===== config.mk =====
export PLATFORM = sky130hd
export DESIGN_NAME = rstseq_ctrl
export DESIGN_NICKNAME = d
export VERILOG_FILES = /design/src/rtl/rstseq_pkg.sv /design/src/rtl/rstseq_sync.sv /design/src/rtl/rstseq_pending.sv /design/src/rtl/rstseq_outmap.sv /design/src/rtl/rstseq_fsm.sv /design/src/rtl/rstseq_ctrl.sv
export SDC_FILE = /design/constraint.sdc
export NUM_CORES = 1
export LEC_CHECK = 0
export BUFFER_PORTS_ARGS = -buffer_cell sky130_fd_sc_hd__buf_2
export CAP_MARGIN = 20
export CELL_PAD_IN_SITES_DETAIL_PLACEMENT = 1
export CELL_PAD_IN_SITES_GLOBAL_PLACEMENT = 1
export CORE_ASPECT_RATIO = 0.7
export CORE_MARGIN = 4
export CORE_UTILIZATION = 44
export DETAILED_ROUTE_END_ITERATION = 12
export PLACE_DENSITY = 0.85
export SETUP_SLACK_MARGIN = 0.4
export SYNTH_ARGS = -nofsm -noshare
export SYNTH_HDL_FRONTEND = slang
export SYNTH_SLANG_ARGS = --single-unit

===== constraint.sdc =====
create_clock -name clk -period 0.8 [get_ports clk]
set_input_delay 0.04 -clock clk [delete_from_list [all_inputs] [get_ports clk]]
set_output_delay 0.04 -clock clk [all_outputs]
set_load 0.005 [all_outputs]

===== src/rtl/rstseq_pkg.sv =====
package rstseq_pkg;

    typedef enum logic [1:0] {
        REQ_COLD  = 2'd0,
        REQ_WARM  = 2'd1,
        REQ_SIMD  = 2'd2,
        REQ_DEBUG = 2'd3
    } req_mode_e;

    typedef enum logic [1:0] {
        ST_RUN  = 2'd0,
        ST_HOLD = 2'd1,
        ST_STOP = 2'd2,
        ST_REL  = 2'd3
    } seq_st_e;

    // Registered domain outputs; reset fields are active low
    typedef struct packed {
        logic core_n;
        logic simd_n;
        logic dbg_n;
        logic clk_en;
        logic simd_stop;
    } dom_out_t;

    // Which domains a mode pulls into reset: {core, simd, debug}
    function automatic logic [2:0] assert_mask(req_mode_e m);
        logic [2:0] r;
        case (m)
            REQ_COLD:  r = 3'b111;
            REQ_WARM:  r = 3'b110;
            REQ_SIMD:  r = 3'b010;
            default:   r = 3'b001;
        endcase
        return r;
    endfunction

endpackage


===== src/rtl/rstseq_sync.sv =====
module rstseq_sync #(
    parameter int STAGES = 2
) (
    input  logic clk,
    input  logic arst_n,
    output logic rst_n
);
    logic [STAGES-1:0] chain_d;
    logic [STAGES-1:0] chain_q;

    assign chain_d[0] = 1'b1;

    generate
        for (genvar i = 1; i < STAGES; i++) begin : g_stage
            assign chain_d[i] = chain_q[i-1];
        end
    endgenerate

    always_ff @(posedge clk or negedge arst_n) begin
        if (!arst_n) chain_q <= '0;
        else         chain_q <= chain_d;
    end

    assign rst_n = chain_q[STAGES-1];
endmodule


===== src/rtl/rstseq_pending.sv =====
module rstseq_pending
    import rstseq_pkg::*;
(
    input  logic      clk,
    input  logic      rst_n,
    input  logic      req_valid,
    input  logic [1:0] req_mode,
    input  logic      take,
    output logic      pend_valid,
    output req_mode_e pend_mode
);
    typedef struct packed {
        logic      vld;
        req_mode_e mode;
    } pend_t;

    pend_t pend_d;
    pend_t pend_q;
    logic  keep;

    always_comb begin
        keep       = pend_q.vld && !take;
        pend_d     = pend_q;
        pend_d.vld = req_valid || keep;
        // a held cold request survives any later, weaker request
        if (req_valid && (!keep || pend_q.mode != REQ_COLD)) begin
            pend_d.mode = req_mode_e'(req_mode);
        end
    end

    always_ff @(posedge clk or negedge rst_n) begin
        if (!rst_n) begin
            pend_q.vld  <= 1'b0;
            pend_q.mode <= REQ_COLD;
        end else begin
            pend_q <= pend_d;
        end
    end

    assign pend_valid = pend_q.vld;
    assign pend_mode  = pend_q.mode;
endmodule


===== src/rtl/rstseq_outmap.sv =====
module rstseq_outmap
    import rstseq_pkg::*;
#(
    parameter bit SIMD_PRESENT = 1'b1
) (
    input  seq_st_e   st,
    input  req_mode_e mode,
    output dom_out_t  dom
);
    logic [2:0] mask;
    logic       hold_win;
    logic       stop_win;
    logic       core_n;

    assign mask     = assert_mask(mode);
    assign hold_win = (st == ST_HOLD) || (st == ST_STOP);
    assign stop_win = (st == ST_STOP) || (st == ST_REL);
    assign core_n   = !(hold_win && mask[2]);

    assign dom.core_n = core_n;
    assign dom.dbg_n  = !(hold_win && mask[0]);
    // core clock stops unless only the SIMD engine is being reset
    assign dom.clk_en = !(stop_win && (mask[2] || mask[0]));

    generate
        if (SIMD_PRESENT) begin : g_simd
            assign dom.simd_n    = !(hold_win && mask[1]);
            assign dom.simd_stop = stop_win && mask[1];
        end else begin : g_no_simd
            logic unused_simd;
            assign unused_simd   = mask[1];
            assign dom.simd_n    = core_n;
            assign dom.simd_stop = 1'b0 & unused_simd;
        end
    endgenerate
endmodule


===== src/rtl/rstseq_fsm.sv =====
module rstseq_fsm
    import rstseq_pkg::*;
#(
    parameter int HOLD_CYC     = 15,
    parameter int SETTLE_A     = 10,
    parameter int SETTLE_B     = 10,
    parameter bit SIMD_PRESENT = 1'b1
) (
    input  logic      clk,
    input  logic      rst_n,
    input  logic      pend_valid,
    input  req_mode_e pend_mode,
    input  dom_out_t  dom_nxt,
    output logic      take,
    output seq_st_e   st_nxt,
    output req_mode_e mode_nxt,
    output dom_out_t  dom,
    output req_mode_e mode,
    output logic      busy,
    output logic      done
);
    localparam int MAX_AB = (SETTLE_A > SETTLE_B) ? SETTLE_A : SETTLE_B;
    localparam int MAX_V  = (HOLD_CYC > MAX_AB) ? HOLD_CYC : MAX_AB;
    localparam int CW     = $clog2(MAX_V + 1);

    typedef struct packed {
        seq_st_e       st;
        req_mode_e     mode;
        logic [CW-1:0] cnt;
        logic          busy;
        logic          done;
        dom_out_t      dom;
    } fsm_t;

    fsm_t s_d;
    fsm_t s_q;

    always_comb begin
        s_d      = s_q;
        s_d.done = 1'b0;
        take     = 1'b0;
        case (s_q.st)
            ST_RUN: begin
                if (pend_valid) begin
                    take     = 1'b1;
                    s_d.st   = ST_HOLD;
                    s_d.mode = pend_mode;
                    s_d.cnt  = CW'(HOLD_CYC - 1);
                    s_d.busy = 1'b1;
                end
            end
            ST_HOLD: begin
                if (s_q.cnt == '0) begin
                    s_d.st  = ST_STOP;
                    s_d.cnt = CW'(SETTLE_A - 1);
                end else begin
                    s_d.cnt = s_q.cnt - 1'b1;
                end
            end
            ST_STOP: begin
                if (s_q.cnt == '0) begin
                    s_d.st  = ST_REL;
                    s_d.cnt = CW'(SETTLE_B - 1);
                end else begin
                    s_d.cnt = s_q.cnt - 1'b1;
                end
            end
            default: begin
                if (s_q.cnt == '0) begin
                    s_d.st   = ST_RUN;
                    s_d.busy = 1'b0;
                    s_d.done = 1'b1;
                end else begin
                    s_d.cnt = s_q.cnt - 1'b1;
                end
            end
        endcase
        s_d.dom = dom_nxt;
    end

    assign st_nxt   = s_d.st;
    assign mode_nxt = s_d.mode;

    // Power-up lands in the hold phase of a cold sequence; one extra count
    // covers the first cycle in which the clock is still off.
    always_ff @(posedge clk or negedge rst_n) begin
        if (!rst_n) begin
            s_q.st            <= ST_HOLD;
            s_q.mode          <= REQ_COLD;
            s_q.cnt           <= CW'(HOLD_CYC);
            s_q.busy          <= 1'b1;
            s_q.done          <= 1'b0;
            s_q.dom.core_n    <= 1'b0;
            s_q.dom.simd_n    <= 1'b0;
            s_q.dom.dbg_n     <= 1'b0;
            s_q.dom.clk_en    <= 1'b0;
            s_q.dom.simd_stop <= SIMD_PRESENT;
        end else begin
            s_q <= s_d;
        end
    end

    assign dom  = s_q.dom;
    assign mode = s_q.mode;
    assign busy = s_q.busy;
    assign done = s_q.done;
endmodule


===== src/rtl/rstseq_ctrl.sv =====
module rstseq_ctrl
    import rstseq_pkg::*;
#(
    parameter int HOLD_CYC     = 15,
    parameter int SETTLE_A     = 10,
    parameter int SETTLE_B     = 10,
    parameter int SYNC_STAGES  = 2,
    parameter bit SIMD_PRESENT = 1'b1
) (
    input  logic       clk,
    input  logic       por_n,
    input  logic       req_valid,
    input  logic [1:0] req_mode,
    output logic       core_rst_n,
    output logic       simd_rst_n,
    output logic       dbg_rst_n,
    output logic       core_clk_en,
    output logic       simd_clk_stop,
    output logic       busy,
    output logic       done
);
    logic      rst_sync_n;
    logic      pend_valid;
    req_mode_e pend_mode;
    logic      take;
    seq_st_e   st_nxt;
    req_mode_e mode_nxt;
    req_mode_e seq_mode;
    dom_out_t  dom_nxt;
    dom_out_t  dom;

    rstseq_sync #(.STAGES(SYNC_STAGES)) i_sync (
        .clk    (clk),
        .arst_n (por_n),
        .rst_n  (rst_sync_n)
    );

    rstseq_pending i_pend (
        .clk        (clk),
        .rst_n      (rst_sync_n),
        .req_valid  (req_valid),
        .req_mode   (req_mode),
        .take       (take),
        .pend_valid (pend_valid),
        .pend_mode  (pend_mode)
    );

    rstseq_outmap #(.SIMD_PRESENT(SIMD_PRESENT)) i_map (
        .st   (st_nxt),
        .mode (mode_nxt),
        .dom  (dom_nxt)
    );

    rstseq_fsm #(
        .HOLD_CYC     (HOLD_CYC),
        .SETTLE_A     (SETTLE_A),
        .SETTLE_B     (SETTLE_B),
        .SIMD_PRESENT (SIMD_PRESENT)
    ) i_fsm (
        .clk        (clk),
        .rst_n      (rst_sync_n),
        .pend_valid (pend_valid),
        .pend_mode  (pend_mode),
        .dom_nxt    (dom_nxt),
        .take       (take),
        .st_nxt     (st_nxt),
        .mode_nxt   (mode_nxt),
        .dom        (dom),
        .mode       (seq_mode),
        .busy       (busy),
        .done       (done)
    );

    assign core_rst_n    = dom.core_n;
    assign simd_rst_n    = dom.simd_n;
    assign dbg_rst_n     = dom.dbg_n;
    assign core_clk_en   = dom.clk_en;
    assign simd_clk_stop = dom.simd_stop;
endmodule


==> impl_metrics.yaml, run 1 <==
synthesis:
  ys_seq_area_frac: 0.473
  ys.flop_type: "dfrtp_1"
  synthTopCellsByArea: "dfrtp_1 30%, dfstp_2 17%, ha_1 13%"
  netlist_area_um2: 1080
  ys_types: 31
  ys_ff_latch: 20
  synth_top_area_share: 0.302
  syn_nets: 120
  syn_area_per_cell_um2: 10.3
  synth_top_cell_by_area: "dfrtp_1"
  async_flop_share: 1.00
  ys_warn_count: 0
  synth-edff-count: 0
  yosys-top-cells-count: "13 x dfrtp_1, 13 x inv_1, 12 x a21oi_1, 11 x ha_1, 7 x dfstp_2"
  netlist_instances: 104
clock_network:
  cts_setup_buffers: 19
  cts_buffer_depth: 2
  numCtsBuffers: 3
  cts.sinks: 20
  cts_root_buf: "clkbuf_4"
  post_cts_resized: 50
  htree_levels: 1
  hold_buffers: 1
place:
  dpl_worst_slack_ns: -1.08
  dp_hpwl_um: 2660
  placement.io_buffers: 11
  finalWeightedCongestion: 0.819
run_status:
  firstError: "[ERROR DPL-0033] detailed placement checks failed during check placement."
  outcome: "did not finish"
  stop_stage: "4_1_cts"
die:
  die_y_um: 49.4
  die_x_um: 67.1
  start_util: 0.480
  io_pins: 12
  rows: 14
-- cell families after synthesis --
group / Yosys count / synth area share
other: 1 / 0.00349
AOI/OAI and AO/OA: 29 / 0.179
DFF: 20 / 0.473
muxes: 2 / 0.0186
adders and majority gates: 11 / 0.128
and+or+nand+nor: 24 / 0.131
buffers and inverters: 16 / 0.0581
xor gates and xnor gates: 1 / 0.00814
-- metrics by stage --
step | utilization | area, um^2 | cells | setup TNS (ns)
after floorplan | - | 1170 | 104 | -11.01
after global placement | 0.660 | 1480 | 177 | -12.98
after detailed placement | 0.660 | 1480 | 177 | -14.75
==> run 2, diff against run 1 <==
--- a/config.mk
+++ b/config.mk
@@ -7,14 +7,10 @@
 export LEC_CHECK = 0
 export BUFFER_PORTS_ARGS = -buffer_cell sky130_fd_sc_hd__buf_2
 export CAP_MARGIN = 20
-export CELL_PAD_IN_SITES_DETAIL_PLACEMENT = 1
-export CELL_PAD_IN_SITES_GLOBAL_PLACEMENT = 1
-export CORE_ASPECT_RATIO = 0.7
-export CORE_MARGIN = 4
-export CORE_UTILIZATION = 44
+export CORE_AREA = 4 4 65 67
 export DETAILED_ROUTE_END_ITERATION = 12
-export PLACE_DENSITY = 0.85
-export SETUP_SLACK_MARGIN = 0.4
+export DIE_AREA = 0 0 69 71
+export PLACE_DENSITY_LB_ADDON = 0.15
 export SYNTH_ARGS = -nofsm -noshare
 export SYNTH_HDL_FRONTEND = slang
 export SYNTH_SLANG_ARGS = --single-unit
==> run 2 against run 1 <==
Against the previous run:
- the flow now finishes, with violations (setup timing)
- synthesized area stayed put
- synthesized cell count stayed put
==> impl_metrics.yaml, run 2 <==
synthesis:
  syn_area_per_cell_um2: 10.3
  syn_nets: 120
  netlist_area_um2: 1080
  async_flop_share: 1.00
  synthTopCellsByArea: "dfrtp_1 30%, dfstp_2 17%, ha_1 13%"
  ys.flop_type: "dfrtp_1"
  ys_warn_count: 0
  yosys-top-cells-count: "13 x dfrtp_1, 13 x inv_1, 12 x a21oi_1, 11 x ha_1, 7 x dfstp_2"
  ys_types: 31
  synth-edff-count: 0
  netlist_instances: 104
  ys_seq_area_frac: 0.473
  synth_top_cell_by_area: "dfrtp_1"
  ys_ff_latch: 20
  synth_top_area_share: 0.302
die:
  io_pins: 12
  die_x_um: 69
  dieArea_um2: 4900
  core-area_um2: 3630
  die_y_um: 71
  start_util: 0.296
  rows: 22
worst_setup_path:
  cp.required_ns: 0.96
  cp-start-kind: "flop"
  reg2regPathDepth: 7
  r2r-start: "i_fsm.s_q[13]"
  critPathLaunch: "i_fsm.s_q[13]"
  arrival_ns: 1.88
  crit_fanout: 4
  critical_path_class: "reg -> reg"
  worstSetupEndpointType: "flop"
cells_and_area:
  largest_reg_flops: 6
  fin_nets: 177
  final_common_cell: "buf_4"
  drive_gt1_frac: 0.669
  largestRegisters: "i_fsm.s_q (6), i_fsm.dom (5)"
  final_cell_mix: "33 x buf_4, 12 x dfrtp_1, 10 x buf_2, 9 x buf_6, 7 x dfstp_2"
  antenna_cells: 0
  stdcell_area_um2: 1840
  syn_to_final_growth_pct: 71.4
  largest_register: "i_fsm.s_q"
sta:
  setup_viol: 20
  fin_worst_skew_ns: 0.00281
  final.setup.tns_ns: -13.47
  fmax_mhz: 578
  grt_setup_unrepaired: "true"
  period_minus_slack_ns: 1.73
  setup_ws_ns: -0.929
  slew_violations: 0
  period_share: 2.16
  finalHoldViolations: 0
routing:
  drc: 0
  via_per_inst: 4.60
  wl_per_cell_um: 12.7
  first_pass_iters: 4
  postRouteAntennaNets: 0
  vias: 956
  drt-total-wl_um: 2640
  drtIter0Drc: 43
place:
  dp_hpwl_um: 1780
  finalWeightedCongestion: 0.802
  dpl-instance-area_um2: 1490
  placement.io_buffers: 11
  dpl_worst_slack_ns: -1.02
power:
  ir_drop_mv: 0.783
  p_leak_nw: 0.843
  powerDensity_nw_per_um2: 1450
hold_path:
  min_from: "req_mode[0]"
  hold_depth: 3
  hold_class: "in -> reg"
run_status:
  outcome: "finished with violations"
  violations: "setup timing"
flow_run:
  cap_violations: 0
clock_network:
  cts_buffer_depth: 2
  htree_levels: 1
  cts_root_buf: "clkbuf_8"
  cts.sinks: 20
  clkLatencyLatePin_ns: 0.26
  numCtsBuffers: 3
  clk_pin_slew_worst_paths_ns: 0.08
  cts_tree: "built"
global_routing:
  grt.overflow.total: 0
  grt_pass1_wl_um: 4620
  antenna_found_initial: 0
  grt_pass1_vias: 1011
  grt_max_degree: 19
  grt_use_total: 0.115
## run 2: cell counts after synthesis
Identical to the previous run, type by type.
## run 2: cells by family (layout without fill, tap and decap cells)
logic type	after synthesis	in the layout	synth area share
AO/OA/AOI/OAI	29	29	0.179
XOR/XNOR	1	1	0.00814
adder cells (fa/ha/maj)	11	11	0.128
buffers and inverters	16	72	0.0581
flip-flops	20	20	0.473
multiplexers	2	2	0.0186
other	1	1	0.00349
AND/OR/NAND/NOR	24	24	0.131
## run 2: cell type report
| type | count | area, um^2 |
|---|---|---|
| Tap cell | 48 | 60.1 |
| Clock buffer | 3 | 41.3 |
| Multi-Input combinational cell | 68 | 702 |
| Clock inverter | 1 | 30.0 |
| Fill cell | 340 | 1790 |
| Sequential cell | 20 | 510 |
| Timing Repair Buffer | 55 | 444 |
| Inverter | 13 | 56.3 |
## run 2: worst max-delay path, cell delays in order (launching register included)
cell	delay (ns)
dfstp_2	0.58
inv_4	0.05
ha_4	0.17
nand2_4	0.08
mux2i_2	0.24
buf_4	0.15
ha_1	0.21
nand2b_1	0.13
## run 2: what timing repair did
action / 4_1_cts / 5_1_grt
pin swaps: 10 / 6
setup endpoints to repair: 21 / 25
gates resized for setup: 26 / 17
hold buffers: 1 / 0
setup buffers: 12 / 4
hold endpoints to repair: 2 / 0
## run 2: power breakdown
part	internal, mW	leakage (nW)	switching (mW)
combinational	0.271	0.581	0.206
sequential	1.11	0.227	0.0458
clock	0.668	0.0357	0.368
## run 2: layer usage
metal	vias up	global-route usage	wire length, um
met5	-	0	0
met4	0	0.0390	26
met3	4	0.0327	59
met2	8	0.202	1400
met1	477	0.133	1150
li1	467	-	-
## run 2: path summary, 6_finish.rpt
path,end,slack [ns]
setup / recovery,i_fsm.dom[2],-0.93
hold / removal,i_pend.pend_mode[0],0.00007
setup reg to reg,i_fsm.dom[2],-0.93
hold reg to reg,i_pend.pend_mode[1],0.20
max in group asynchronous,i_fsm.s_q[10],0.39
min in group asynchronous,i_sync.chain_q[0],0.08
## run 2: metrics by stage
stage | util | hold slack, ns | power, mW | cells
2_1_floorplan | - | -0.256 | 1.35 | 104
3_3_place_gp | 0.409 | -0.174 | 1.56 | 190
3_5_place_dp | 0.409 | -0.172 | 1.56 | 190
4_1_cts | 0.486 | 0.000945 | 2.64 | 206
5_1_grt | 0.508 | -0.000687 | 2.81 | 208
6_report | 0.508 | 0.0000746 | 2.67 | 208
Power figures use the tool's default switching activity.
